$ cat src/rtl/eeprom_seq_reader.sv
module eeprom_seq_reader #(
  parameter int HALF_CYC = 1000,
  parameter int CNT_W    = 8,
  parameter int TRIES    = 10
) (
  input  logic             clk,
  input  logic             rst_n,
  input  logic             start,
  input  logic [CNT_W-1:0] count,
  output logic             scl_ctl,
  output logic             sda_ctl,
  input  logic             sda_in,
  output logic             busy,
  output logic [7:0]       rx_data,
  output logic             rx_valid,
  output logic             done,
  output logic             ok
);
  localparam int TW = $clog2(HALF_CYC + 1);
  localparam int RW = $clog2(TRIES + 1);
  localparam logic [7:0] DEV_WR = 8'hA0;
  localparam logic [7:0] DEV_RD = 8'hA1;

  typedef enum logic [3:0] {
    S_IDLE, S_CHK, S_REC, S_STA, S_TX, S_TACK, S_RPRE, S_RX, S_MACK, S_STP, S_SCHK
  } st_t;

  st_t              st;
  logic [1:0]       ph;
  logic [TW-1:0]    tmr;
  logic [2:0]       bitn;
  logic [1:0]       seq;
  logic [7:0]       shreg;
  logic [CNT_W-1:0] cnt_q, nrx;
  logic [RW-1:0]    tries;
  logic             d_cur;

  wire tick     = (tmr == TW'(HALF_CYC - 1));
  wire try_end  = (tries == RW'(TRIES - 1));
  wire last     = ({1'b0, nrx} + {{CNT_W{1'b0}}, 1'b1}) >= {1'b0, cnt_q};
  wire pulse_st = st inside {S_REC, S_TX, S_TACK, S_RPRE, S_RX, S_MACK, S_STP};

  always_comb begin
    case (st)
      S_TX:    d_cur = ~shreg[7];
      S_MACK:  d_cur = ~last;
      S_STP:   d_cur = 1'b1;
      default: d_cur = 1'b0;
    endcase
  end

  always_ff @(posedge clk or negedge rst_n) begin
    if (!rst_n) begin
      st <= S_IDLE; ph <= '0; tmr <= '0; bitn <= '0; seq <= '0; shreg <= '0;
      cnt_q <= '0; nrx <= '0; tries <= '0; scl_ctl <= 1'b0; sda_ctl <= 1'b0;
      busy <= 1'b0; rx_data <= '0; rx_valid <= 1'b0; done <= 1'b0; ok <= 1'b0;
    end else begin
      done <= 1'b0;
      rx_valid <= 1'b0;
      if (st == S_IDLE) begin
        tmr <= '0;
        if (start) begin
          st <= S_CHK; busy <= 1'b1; ok <= 1'b0; seq <= '0; nrx <= '0; cnt_q <= count;
        end
      end else begin
        tmr <= tick ? '0 : tmr + 1'b1;
        if (tick) begin
          if (pulse_st && ph == 2'd0) begin
            sda_ctl <= d_cur; ph <= 2'd1;
          end else if (pulse_st && ph == 2'd1) begin
            scl_ctl <= 1'b0; ph <= 2'd2;
          end else begin
            case (st)
              S_CHK: begin
                if (sda_in) begin
                  sda_ctl <= 1'b1; st <= S_STA;
                end else begin
                  st <= S_REC; tries <= '0; scl_ctl <= 1'b1; ph <= 2'd0;
                end
              end
              S_REC: begin
                if (sda_in) begin
                  sda_ctl <= 1'b1; st <= S_STA;
                end else if (try_end) begin
                  st <= S_IDLE; busy <= 1'b0; done <= 1'b1; ok <= 1'b0;
                  scl_ctl <= 1'b0; sda_ctl <= 1'b0;
                end else begin
                  tries <= tries + 1'b1; scl_ctl <= 1'b1; ph <= 2'd0;
                end
              end
              S_STA: begin
                shreg <= (seq == 2'd0) ? DEV_WR : DEV_RD;
                bitn <= '0; st <= S_TX; scl_ctl <= 1'b1; ph <= 2'd0;
              end
              S_TX: begin
                if (bitn == 3'd7) st <= S_TACK;
                else begin
                  bitn <= bitn + 1'b1; shreg <= {shreg[6:0], 1'b0};
                end
                scl_ctl <= 1'b1; ph <= 2'd0;
              end
              S_TACK: begin
                if (sda_in) begin
                  st <= S_IDLE; busy <= 1'b0; done <= 1'b1; ok <= 1'b0;
                  scl_ctl <= 1'b0; sda_ctl <= 1'b0;
                end else begin
                  scl_ctl <= 1'b1; ph <= 2'd0; bitn <= '0;
                  case (seq)
                    2'd0:    begin seq <= 2'd1; shreg <= 8'h00; st <= S_TX; end
                    2'd1:    begin seq <= 2'd2; st <= S_RPRE; end
                    default: st <= S_RX;
                  endcase
                end
              end
              S_RPRE: begin
                sda_ctl <= 1'b1; st <= S_STA;
              end
              S_RX: begin
                shreg <= {shreg[6:0], sda_in};
                if (bitn == 3'd7) begin
                  rx_data <= {shreg[6:0], sda_in}; rx_valid <= 1'b1; st <= S_MACK;
                end else bitn <= bitn + 1'b1;
                scl_ctl <= 1'b1; ph <= 2'd0;
              end
              S_MACK: begin
                nrx <= nrx + 1'b1;
                if (last) begin
                  st <= S_STP; tries <= '0;
                end else begin
                  st <= S_RX; bitn <= '0;
                end
                scl_ctl <= 1'b1; ph <= 2'd0;
              end
              S_STP: begin
                sda_ctl <= 1'b0; st <= S_SCHK;
              end
              S_SCHK: begin
                if (sda_in || try_end) begin
                  st <= S_IDLE; busy <= 1'b0; done <= 1'b1; ok <= sda_in;
                  scl_ctl <= 1'b0; sda_ctl <= 1'b0;
                end else begin
                  tries <= tries + 1'b1; st <= S_STP; scl_ctl <= 1'b1; ph <= 2'd0;
                end
              end
              default: st <= S_IDLE;
            endcase
          end
        end
      end
    end
  end

  AST_IDLE_RELEASED: assert property (@(posedge clk) disable iff (!rst_n)
    !busy |-> (!scl_ctl && !sda_ctl));
  AST_SLOT_HOLD: assert property (@(posedge clk) disable iff (!rst_n)
    (busy && tmr != '0) |-> ($stable(scl_ctl) && $stable(sda_ctl)));
  AST_DATA_MOVES_LOW: assert property (@(posedge clk) disable iff (!rst_n)
    (busy && !scl_ctl && !$past(scl_ctl) && !$stable(sda_ctl)) |-> (st == S_STA || st == S_SCHK));
  AST_TRY_BOUND: assert property (@(posedge clk) disable iff (!rst_n)
    busy |-> (tries < RW'(TRIES)));
  AST_VALID_IN_ACK: assert property (@(posedge clk) disable iff (!rst_n)
    rx_valid |-> (busy && scl_ctl && st == S_MACK));
  AST_DONE_SINGLE: assert property (@(posedge clk) disable iff (!rst_n)
    done |=> !done);
  AST_DONE_ENDS_RUN: assert property (@(posedge clk) disable iff (!rst_n)
    done |-> (!busy && $past(busy)));
  AST_COUNT_HELD: assert property (@(posedge clk) disable iff (!rst_n)
    (busy && $past(busy)) |-> $stable(cnt_q));
endmodule

$ cat config.mk
export PLATFORM = sky130hd
export DESIGN_NAME = eeprom_seq_reader
export DESIGN_NICKNAME = d
export VERILOG_FILES = /design/src/rtl/eeprom_seq_reader.sv
export SDC_FILE = /design/constraint.sdc
export NUM_CORES = 1
export LEC_CHECK = 0
export BUFFER_PORTS_ARGS = -buffer_cell sky130_fd_sc_hd__clkbuf_2
export CORE_UTILIZATION = 55
export CTS_CLUSTER_DIAMETER = 150
export DETAILED_ROUTE_END_ITERATION = 10
export GPL_ROUTABILITY_DRIVEN = 0
export HOLD_SLACK_MARGIN = 0.05
export MAX_ROUTING_LAYER = met4
export PLACE_DENSITY = 0.77
export SYNTH_ARGS = -nofsm -noshare
export SYNTH_HDL_FRONTEND = slang
export SYNTH_SLANG_ARGS = --single-unit
$ cat constraint.sdc
create_clock -name clk -period 2.6 [get_ports clk]
set_input_delay 0.39 -clock clk [delete_from_list [all_inputs] [get_ports clk]]
set_output_delay 0.39 -clock clk [all_outputs]
set_load 0.01 [all_outputs]
==> After elaboration in Yosys (flattened, before gate mapping) <==
Index checks and enable logic that the tools add are counted.
{ "word_totals": {"regBits": 63, "input_bits": 12, "out_inout_bits": 14, "elab_cells": 205} }
{ "op_classes": {"add_sub_neg": 5, "order_cmp": 1, "n_eq_ne": 47, "muxes": 98, "bitwise_logic": 5, "n_reduce_logical": 33} }
{ "op_table": {"columns": ["operator", "count"], "rows": [
  ["8-bit two-way mux", 9],
  ["4-bit two-way mux", 16],
  ["1-bit two-way mux", 41],
  ["4-bit case mux with 10 select lines", 1],
  ["8-bit case mux with 4 select lines", 1],
  ["2-bit two-way mux", 13],
  ["2-bit inequality test (second input constant)", 13],
  ["8-bit AND reduction", 3],
  ["7-bit AND reduction", 3],
  ["10-bit two-way mux", 2],
  ["4-bit by 3-bit == test with 1-bit output (second input constant)", 4],
  ["4-bit == test (second input constant)", 4],
  ["4-bit case mux with 4 select lines", 1],
  ["4-bit nonzero test", 4],
  ["3-bit by 2-bit inequality test with 1-bit output (second input constant)", 5],
  ["7-bit nonzero test", 2],
  ["3-bit two-way mux", 4],
  ["3-bit inequality test (second input constant)", 4],
  ["4-bit by 2-bit inequality test with 1-bit output (second input constant)", 3],
  ["1-bit case mux with 3 select lines", 4],
  ["3-bit case mux with 4 select lines", 1],
  ["6-bit AND reduction", 2],
  ["6-bit nonzero test", 2],
  ["10-bit by 1-bit adder with 10-bit output (second input constant)", 1],
  ["other kinds (31)", 46]
]} }

==> Depth between registers and ports, before layout <==
Gate-level depths: netlist (run 1).
{ "depth": {"word_depth": 8, "mapped_depth": 11, "ltp_nobuf": 11} }

==> Worst setup path after synthesis (run 1) <==
No wires, ideal clock.
{ "synth_path": {"path_kind": "register -> register", "startpoint": "register nrx[0]", "endpoint": "register tries[0]", "setup_ps": 125, "t_arrival_ps": 2614, "t_required_ps": 2475, "setup_slack_ps": -138, "stages_incl_launch_ff": 12, "n_path_buf": 0, "synth_period_minus_slack_ps": 2738, "cell_sequence": "dfrtp_1 ha_1 nand2_1 or2_2 xnor2_1 ha_1 and3_1 a221oi_1 o21a_1 nand3_1 and3_1 mux2_2"} }
{ "synth_between": {"elab_chain_cells": 4} }
{ "synth_rtl": {"columns": ["item", "line_no", "rtl"], "rows": [
  ["from (decl)", "34", "logic [CNT_W-1:0] cnt_q, nrx;"],
  ["from (signal assigned)", "126", "nrx <= nrx + 1'b1;"],
  ["8-bit by 1-bit adder with 9-bit output", "40", "wire last = ({1'b0, nrx} + {{CNT_W{1'b0}}, 1'b1}) >= {1'b0, cnt_q};"],
  ["9-bit by 8-bit greater-or-equal comparator with 1-bit output", "40", null],
  ["2-bit inequality test (no source line)", null, null],
  ["10-bit AND reduction (no source line)", null, null],
  ["to (signal assigned)", "55", "cnt_q <= '0; nrx <= '0; tries <= '0; scl_ctl <= 1'b0; sda_ctl <= 1'b0;"],
  ["to (signal assigned)", "78", "st <= S_REC; tries <= '0; scl_ctl <= 1'b1; ph <= 2'd0;"],
  ["to (signal assigned)", "88", "tries <= tries + 1'b1; scl_ctl <= 1'b1; ph <= 2'd0;"],
  ["to (decl)", "35", "logic [RW-1:0] tries;"]
]} }
Every way passes these cells.
A chain may end at the register's enable or synchronous reset.

==> Worst setup path after layout (run 1) <==
Same ends and word-level chain as after synthesis.

==> results.toml, run 1 <==
[worst_setup_path]
arrival_ns = 2.88
worstSetupPathType = "register to register"
cp_data_required_time_ns = 2.83
crit_chain = "ha_2 -> nand2_1 -> or2_4 -> xnor2_2 -> ha_1 -> and3_4 -> a221oi_2 -> o21a_1 -> nand3_2 -> and3_4 -> mux2_2"
cp-start-kind = "register"
crit_fanout = 4
slowest_delay_ns = 0.37
slowest_stage = "dfrtp_1"
crit_path_frequent_cell = "and3_4"
endpoint_kind = "register"

[route]
wl_met2_microns = 3860
wl_met3_microns = 326
wl_per_cell_microns = 15.6
num_vias = 3005
first_pass_iters = 4
ant_nets = 0
drt_iter0_drc = 207
wl_microns = 7950
wl_met1_microns = 3600
topRoutingLayerUsed = "met4"
drc = 0
via_per_inst = 5.90

[final_layout]
drive_gt1_share_pct = 26.6
n_antenna_cell = 0
nFillCells = 488
fin_util_pct = 67.5
area_growth_pct = 18.5
fin_nets = 453

[global_routing]
gr-usage-all-layers_pct = 24.9
antenna_found_initial = 0
grt_pass1_vias = 2892
overflow = 0
grt_max_degree = 64
grt_pass1_wl_microns = 13300

[synthesis]
syn_area_per_cell_sq_um = 9.52
syn_area_sq_mm = 0.00362
synth_edf_count = 0
synth_common_cells = "dfrtp_1 (63), nor2_1 (35), nand2_1 (28), inv_1 (26), mux2_2 (23)"
synthTopCellsByArea = "dfrtp_1 (44%), mux2_2 (7.2%), ha_1 (4.8%)"
synth_cells = 380
synth_cell_types = 61
ys.flop_type = "dfrtp_1"
yosysWarningCount = 0
syn_nets = 406
ys_seq_area_share_pct = 43.6
synth_top_area_share_pct = 43.6
synth_seq_cells = 63
async_reset_ff_share_pct = 100
synth_top_area_cell = "dfrtp_1"
synth_most_common_cell = "dfrtp_1"

[placement]
hpwlAfterDp_microns = 5510
dp_slack_ns = -0.0526
portBuffers = 25

[clock_network]
tritoncts = "yes"
cts.sinks = 63
clkLatencyLatePin_ns = 0.35
cts_buffers = 9
clockBufferDepth = 2
htreeDepth = 3
cts.clk_slew.worst_paths_ns = 0.07
clockRootBuffer = "clkbuf_8"

[sta]
fin_ws_ns = -0.0494
skew_ns = 0.00524
hold_violations = 0
slew_violations = 0
period_share_pct = 102
grt_setup_unrepaired = "true"
fin_setup_tns_ns = -0.197
tightestPinTransition_ns = 0.788
setup_viol = 6
fin_crit_ns = 2.65
fmax_ghz = 0.377
slew_headroom_pct = 47.5

[die]
die_w_microns = 83.1
die_area_sq_mm = 0.00690
coreArea_sq_mm = 0.00635
start_util_pct = 57.0
io_pins = 26
std_cell_rows = 29
fp.dieH_microns = 83.1

[worst_hold_path]
hold_class = "input port to async pin"

[power]
power_density_mw_per_mm2 = 785
ir_drop_mv = 0.543
power.leakage_nw = 2.08

[job]
cap_violations = 0

[run_status]
violations = "negative setup slack"
status = "finished, violations left"
-- flip-flops by register name, summed over array words and instances, names as in the netlist --
register and flops:
nrx 8, done 1, cnt_q 8, seq 2
ok 1, st 4, tmr 10, ph 2
bitn 3, shreg 8, tries 4, scl_ctl 1
rx_data 8, rx_valid 1, busy 1, sda_ctl 1
-- critical path, delay by kind of cell, from the launching register on --
family                   cells  cell delay (ns)
XOR/XNOR                     1             0.14
AO/OA/AOI/OAI                2             0.47
multiplexers                 1             0.26
AND/OR/NAND/NOR              5             0.81
flip-flops                   1             0.37
adder cells (fa/ha/maj)      2             0.48
-- report_power, final --
group / switching (mW) / internal, mW / total [mW] / leakage [nW]
Combinational: 0.717 / 0.494 / 1.21 / 1.19
Clock: 0.399 / 0.566 / 0.965 / 0.110
Sequential: 0.0915 / 1.10 / 1.19 / 0.779
-- layout make-up --
type	count	area (sq um)	area share, %
timing repair buffer	55	350	8.18
clock buffer	11	141	3.30
sequential	63	1580	36.8
tap	77	96.3	2.25
clock inverter	5	81.3	1.90
inverter	27	101	2.36
multi-input combinational	271	1940	45.2
-- final timing paths --
kind	depth (start not counted)	start	slack, ns	end
worst min-delay path	2	rst_n	0.21	nrx[2]
worst min register to register	1	bitn[0]	0.49	bitn[0]
max in group asynchronous	2	rst_n	1.88	nrx[1]
worst max register to register	11	nrx[0]	-0.05	tries[0]
worst max-delay path	11	nrx[0]	-0.05	tries[0]
min in group clk	2	count[2]	0.28	cnt_q[2]
-- metrics by stage --
stage               total power, mW  cells  cell area, sq um  hold WS [ns]
finish                         3.36    509              4290         0.206
global route                   3.56    509              4290         0.269
CTS                            3.36    508              4260         0.243
detailed placement             2.38    491              4010         0.490
global placement               2.34    491              4010         0.469
floorplan                      2.05    380              3650        0.0944
-- placed cells by master, fill, tap and decap left out, types with 12 or more instances in the layout --
master,Yosys,layout
mux2_2,23,23
nand3_1,14,12
buf_4,1,30
ha_1,14,13
inv_1,26,26
a21oi_1,17,17
nor2_1,35,34
clkbuf_2,0,25
o21ai_0,19,18
nand2_1,28,28
dfrtp_1,63,63
-- per-layer routing --
metal	global-route usage [%]	up-vias
met5	-	-
met4	8.62	0
met3	5.57	16
met2	39.5	72
met1	31.7	1468
li1	-	1449
-- timing repair --
item / CTS / global route
setup buffers: 1 / 1
resized for setup: 3 / 5
setup endpoints to repair: 7 / 19
pin swaps: 4 / 3
hold buffers: 0 / 0
-- logic make-up after synthesis --
group	Yosys count	synth area share (%)
flip-flops	63	43.6
AO/OA/AOI/OAI	86	16.3
multiplexers	30	9.13
adder cells (fa/ha/maj)	14	4.84
AND/OR/NAND/NOR	127	17.8
buffers and inverters	46	4.98
XOR/XNOR	14	3.39
No activity file was read; power rests on OpenSTA's default activity.
==> run 2: changes to the inputs <==
--- a/config.mk
+++ b/config.mk
@@ -6,13 +6,13 @@
 export NUM_CORES = 1
 export LEC_CHECK = 0
 export BUFFER_PORTS_ARGS = -buffer_cell sky130_fd_sc_hd__clkbuf_2
-export CORE_UTILIZATION = 55
+export CORE_UTILIZATION = 60
 export CTS_CLUSTER_DIAMETER = 150
 export DETAILED_ROUTE_END_ITERATION = 10
 export GPL_ROUTABILITY_DRIVEN = 0
 export HOLD_SLACK_MARGIN = 0.05
 export MAX_ROUTING_LAYER = met4
-export PLACE_DENSITY = 0.77
+export PLACE_DENSITY = 0.79
 export SYNTH_ARGS = -nofsm -noshare
 export SYNTH_HDL_FRONTEND = slang
 export SYNTH_SLANG_ARGS = --single-unit
==> constraint.sdc (replaced) <==
create_clock -name clk -period 3.3 [get_ports clk]
set_input_delay 0.495 -clock clk [delete_from_list [all_inputs] [get_ports clk]]
set_output_delay 0.495 -clock clk [all_outputs]
set_load 0.01 [all_outputs]
==> results.toml, run 2 (same netlist as run 1, synthesis figures left out) <==
[route]
drt_iter0_drc = 176
via_per_inst = 6.07
wl_per_cell_microns = 16.2
first_pass_iters = 5
num_vias = 2930
wl_microns = 7840
ant_nets = 0
drc = 0

[final_layout]
n_antenna_cell = 0
area_growth_pct = 11.9
fin_cells = 483
fin_nets = 432
fin_util_pct = 71.8
multi_input_area_sq_mm = 0.00187
final_common_cell = "dfrtp_1"
mostFrequentLayoutCells = "dfrtp_1 (63), nor2_1 (35), nand2_1 (28)"
ff_latch_area_sq_mm = 0.00158
drive_gt1_share_pct = 20.4
regMostFlops = "tmr"
largest_reg_flops = 10
nFillCells = 430

[worst_setup_path]
slowest_delay_ns = 0.42
worstSetupPathType = "register to register"
crit_fanout = 5
slowest_stage = "dfrtp_1"
crit_chain = "ha_1 -> nand2_1 -> or2_2 -> xnor2_1 -> ha_1 -> and3_1 -> a221oi_1 -> o21a_1 -> nand3_1 -> and3_1 -> mux2_2"
cp_data_required_time_ns = 3.52
arrival_ns = 3.23
endpoint_kind = "register"
cp-start-kind = "register"

[sta]
period_share_pct = 91.3
fin_setup_tns_ns = 0
fmax_ghz = 0.332
fin_crit_ns = 3.01
hold_violations = 0
slew_headroom_pct = 50.6
setup_viol = 0
skew_ns = 0.0127
slew_violations = 0
tightestPinTransition_ns = 0.739
grt_setup_unrepaired = "false"

[power]
power_mw = 2.57
ir_drop_mv = 0.360
power_density_mw_per_mm2 = 634
power.leakage_nw = 1.95

[die]
std_cell_rows = 27
io_pins = 26
die_w_microns = 79.6
fp.dieH_microns = 79.6
die_area_sq_mm = 0.00634
start_util_pct = 64.1
coreArea_sq_mm = 0.00564

[placement]
dp.cells = 467
hpwlAfterDp_microns = 5490
portBuffers = 25

[job]
cap_violations = 0

[worst_hold_path]
hold_class = "input port to async pin"

[clock_network]
clockBufferDepth = 2
clkLatencyLatePin_ns = 0.34
tritoncts = "yes"
cts.sinks = 63
htreeDepth = 3
cts_setup_buffers = 0
clockRootBuffer = "clkbuf_8"
cts_buffers = 9
cts.clk_slew.worst_paths_ns = 0.08

[global_routing]
grt_max_degree = 45
grt_pass1_vias = 2770
overflow = 0
grt_pass1_wl_microns = 13200
gr-usage-all-layers_pct = 28.2
antenna_found_initial = 0

[run_status]
status = "finished, final reports clean"
## run 2: what timing repair did
action,CTS,global route
hold buffers,0,0
resized for setup,0,1
endpoints found under the hold margin,0,0
setup endpoints to repair,0,2
## run 2: area by class of cell
| cell class | instances | share of cell area [%] |
|---|---|---|
| timing repair buffer | 34 | 4.76 |
| multi-input combinational | 271 | 46.1 |
| sequential | 63 | 38.9 |
| inverter | 27 | 2.50 |
| clock inverter | 7 | 2.41 |
| tap | 72 | 2.22 |
| clock buffer | 9 | 3.06 |
## run 2: critical path, delay by kind of cell, from the launching register on
kind | cells | cell delay (ns)
AO/OA/AOI/OAI | 2 | 0.47
flip-flops | 1 | 0.42
AND/OR/NAND/NOR | 5 | 1.02
XOR/XNOR | 1 | 0.20
multiplexers | 1 | 0.28
adder cells (fa/ha/maj) | 2 | 0.50
## run 2: report_power, final
part	internal, mW	total [mW]	leakage (nW)	switching, mW
sequential	0.863	0.953	0.779	0.0899
clock	0.426	0.742	0.105	0.316
combinational	0.338	0.874	1.07	0.536
total	1.63	2.57	1.95	0.941
## run 2: path summary, 6_finish.rpt
| kind | cells after the start | from | slack [ns] | to |
|---|---|---|---|---|
| min in group clk | 2 | count[1] | 0.38 | cnt_q[1] |
| max in group asynchronous | 2 | rst_n | 2.68 | st[2] |
| worst max register to register | 11 | nrx[0] | 0.29 | tries[0] |
| worst min-delay path | 2 | rst_n | 0.12 | cnt_q[1] |
| worst max-delay path | 11 | nrx[0] | 0.29 | tries[0] |
| worst min register to register | 1 | bitn[0] | 0.50 | bitn[0] |
## run 2: routing by layer
layer	GRT usage, %	share of wire (%)	up-vias
met5	-	0	-
met4	12.0	2.2	0
met3	6.40	3.9	21
met2	42.1	48	73
met1	37.0	46	1432
li1	-	-	1404
## run 2: stage by stage
| step | instance area, sq um | setup slack (ns) | hold slack, ns |
|---|---|---|---|
| 5_1_grt | 4050 | 0.0919 | 0.127 |
| 2_1_floorplan | 3620 | 0.562 | 0.199 |
| 4_1_cts | 4040 | 0.283 | 0.116 |
| 3_5_place_dp | 3820 | 0.320 | 0.489 |
| 3_3_place_gp | 3820 | 0.454 | 0.469 |
| 6_report | 4050 | 0.287 | 0.116 |
==> run 3: changes to the inputs <==
--- a/config.mk
+++ b/config.mk
@@ -12,7 +12,7 @@
 export GPL_ROUTABILITY_DRIVEN = 0
 export HOLD_SLACK_MARGIN = 0.05
 export MAX_ROUTING_LAYER = met4
-export PLACE_DENSITY = 0.79
+export PLACE_DENSITY = 0.87
 export SYNTH_ARGS = -nofsm -noshare
 export SYNTH_HDL_FRONTEND = slang
 export SYNTH_SLANG_ARGS = --single-unit
==> results.toml, run 3 (same netlist as run 1, synthesis figures left out) <==
[run_status]
status = "finished, final reports clean"

[global_routing]
gr-usage-all-layers_pct = 29.5
antenna_found_initial = 0
overflow = 0
grt_pass1_vias = 2898
grt_max_degree = 29
grt_pass1_wl_microns = 13800

[worst_hold_path]
hold_class = "input port to async pin"

[worst_setup_path]
worstSetupPathType = "register to register"
slowest_delay_ns = 0.43
endpoint_kind = "register"
cp-startpoint = "nrx[0]"
crit_chain = "ha_1 -> nand2_1 -> or2_2 -> xnor2_2 -> ha_1 -> and3_1 -> a221oi_2 -> o21a_1 -> nand3_2 -> and3_2 -> mux2_2"
cp_data_required_time_ns = 3.53
cp-start-kind = "register"
arrival_ns = 3.35
crit_path_frequent_cell = "ha_1"
r2r_start = "nrx[0]"
crit_fanout = 7
crit_buf_inv = 0
cp_top_family = "simple AND/OR/NAND/NOR gates"
slowest_stage = "dfrtp_1"

[sta]
skew_ns = 0.00704
slew_violations = 0
fmax_ghz = 0.321
period_share_pct = 94.5
tightestPinTransition_ns = 0.785
setup_viol = 0
grt_setup_unrepaired = "false"
slew_headroom_pct = 46.8
hold_violations = 0
fin_setup_tns_ns = 0
fin_crit_ns = 3.12

[clock_network]
tritoncts = "yes"
clockRootBuffer = "clkbuf_8"
clkLatencyLatePin_ns = 0.34
cts.clk_slew.worst_paths_ns = 0.07
htreeDepth = 3
cts_buffers = 9
cts.sinks = 63
cts_setup_buffers = 0
clockBufferDepth = 2
cts_hold_buf = 0

[final_layout]
largest_reg_flops = 10
mostFrequentLayoutCells = "dfrtp_1 (63), nor2_1 (35), nand2_1 (28)"
nFillCells = 383
drive_gt1_share_pct = 21.0
fin_cells = 481
ff_latch_area_sq_mm = 0.00158
n_antenna_cell = 0
fin_nets = 430
area_growth_pct = 12.0
fin_area_sq_mm = 0.00405
multi_input_area_sq_mm = 0.00189
regMostFlops = "tmr"
final_common_cell = "dfrtp_1"

[die]
io_pins = 26
die_area_sq_mm = 0.00634
fp.dieH_microns = 79.6
coreArea_sq_mm = 0.00564
std_cell_rows = 27
start_util_pct = 64.1
die_w_microns = 79.6

[power]
power.leakage_nw = 1.96
ir_drop_mv = 0.331
power_density_mw_per_mm2 = 634

[route]
num_vias = 3004
via_per_inst = 6.25
wl_microns = 8120
drt_iter0_drc = 314
first_pass_iters = 6
drc = 0
wl_per_cell_microns = 16.9
ant_nets = 0

[placement]
place_area_sq_mm = 0.00381
dp.cells = 465
hpwlAfterDp_microns = 5500
portBuffers = 25

[job]
cap_violations = 0
[run 3: final cells by class]
cell class	count	area share (%)
Clock buffer	9	3.06
Clock inverter	7	2.38
Inverter	27	2.50
Multi-Input combinational cell	271	46.6
Sequential cell	63	38.9
Tap cell	72	2.22
Timing Repair Buffer	32	4.38
[run 3: metrics by stage]
| step | worst slack (ns) | util, % | hold WS, ns | power [mW] |
|---|---|---|---|---|
| after floorplan | 0.562 | - | 0.199 | 1.61 |
| after global placement | 0.330 | 67.5 | 0.472 | 1.77 |
| after detailed placement | 0.217 | 67.5 | 0.477 | 1.80 |
| after CTS | 0.109 | 71.6 | 0.164 | 2.55 |
| after global routing | 0.0644 | 71.8 | 0.183 | 2.72 |
| final | 0.183 | 71.8 | 0.144 | 2.57 |
[run 3: report_power, final]
| group | leakage [nW] | internal [mW] | switching, mW |
|---|---|---|---|
| clock network | 0.114 | 0.427 | 0.312 |
| registers | 0.779 | 0.864 | 0.0726 |
| logic | 1.07 | 0.332 | 0.560 |
[run 3: routing by layer]
layer / part of all wire (%) / wire, microns / global-route usage, %
met5: 0 / 0 / -
met4: 2.0 / 165 / 10.2
met3: 4.9 / 399 / 7.09
met2: 49 / 3960 / 46.0
met1: 44 / 3590 / 37.8
[run 3: path summary, 6_finish.rpt]
| path | slack (ns) | endpoint | depth (start not counted) |
|---|---|---|---|
| worst max-delay path | 0.18 | tries[1] | 11 |
| worst min-delay path | 0.14 | cnt_q[1] | 1 |
| worst max register to register | 0.18 | tries[1] | 11 |
| worst min register to register | 0.48 | bitn[0] | 1 |
| max in group asynchronous | 2.41 | bitn[1] | 2 |
| min in group clk | 0.38 | cnt_q[3] | 2 |
[run 3: what timing repair did]
item	CTS	global route
cloned	0	0
gates resized for setup	2	3
setup endpoints to repair	3	7
endpoints found under the hold margin	0	0
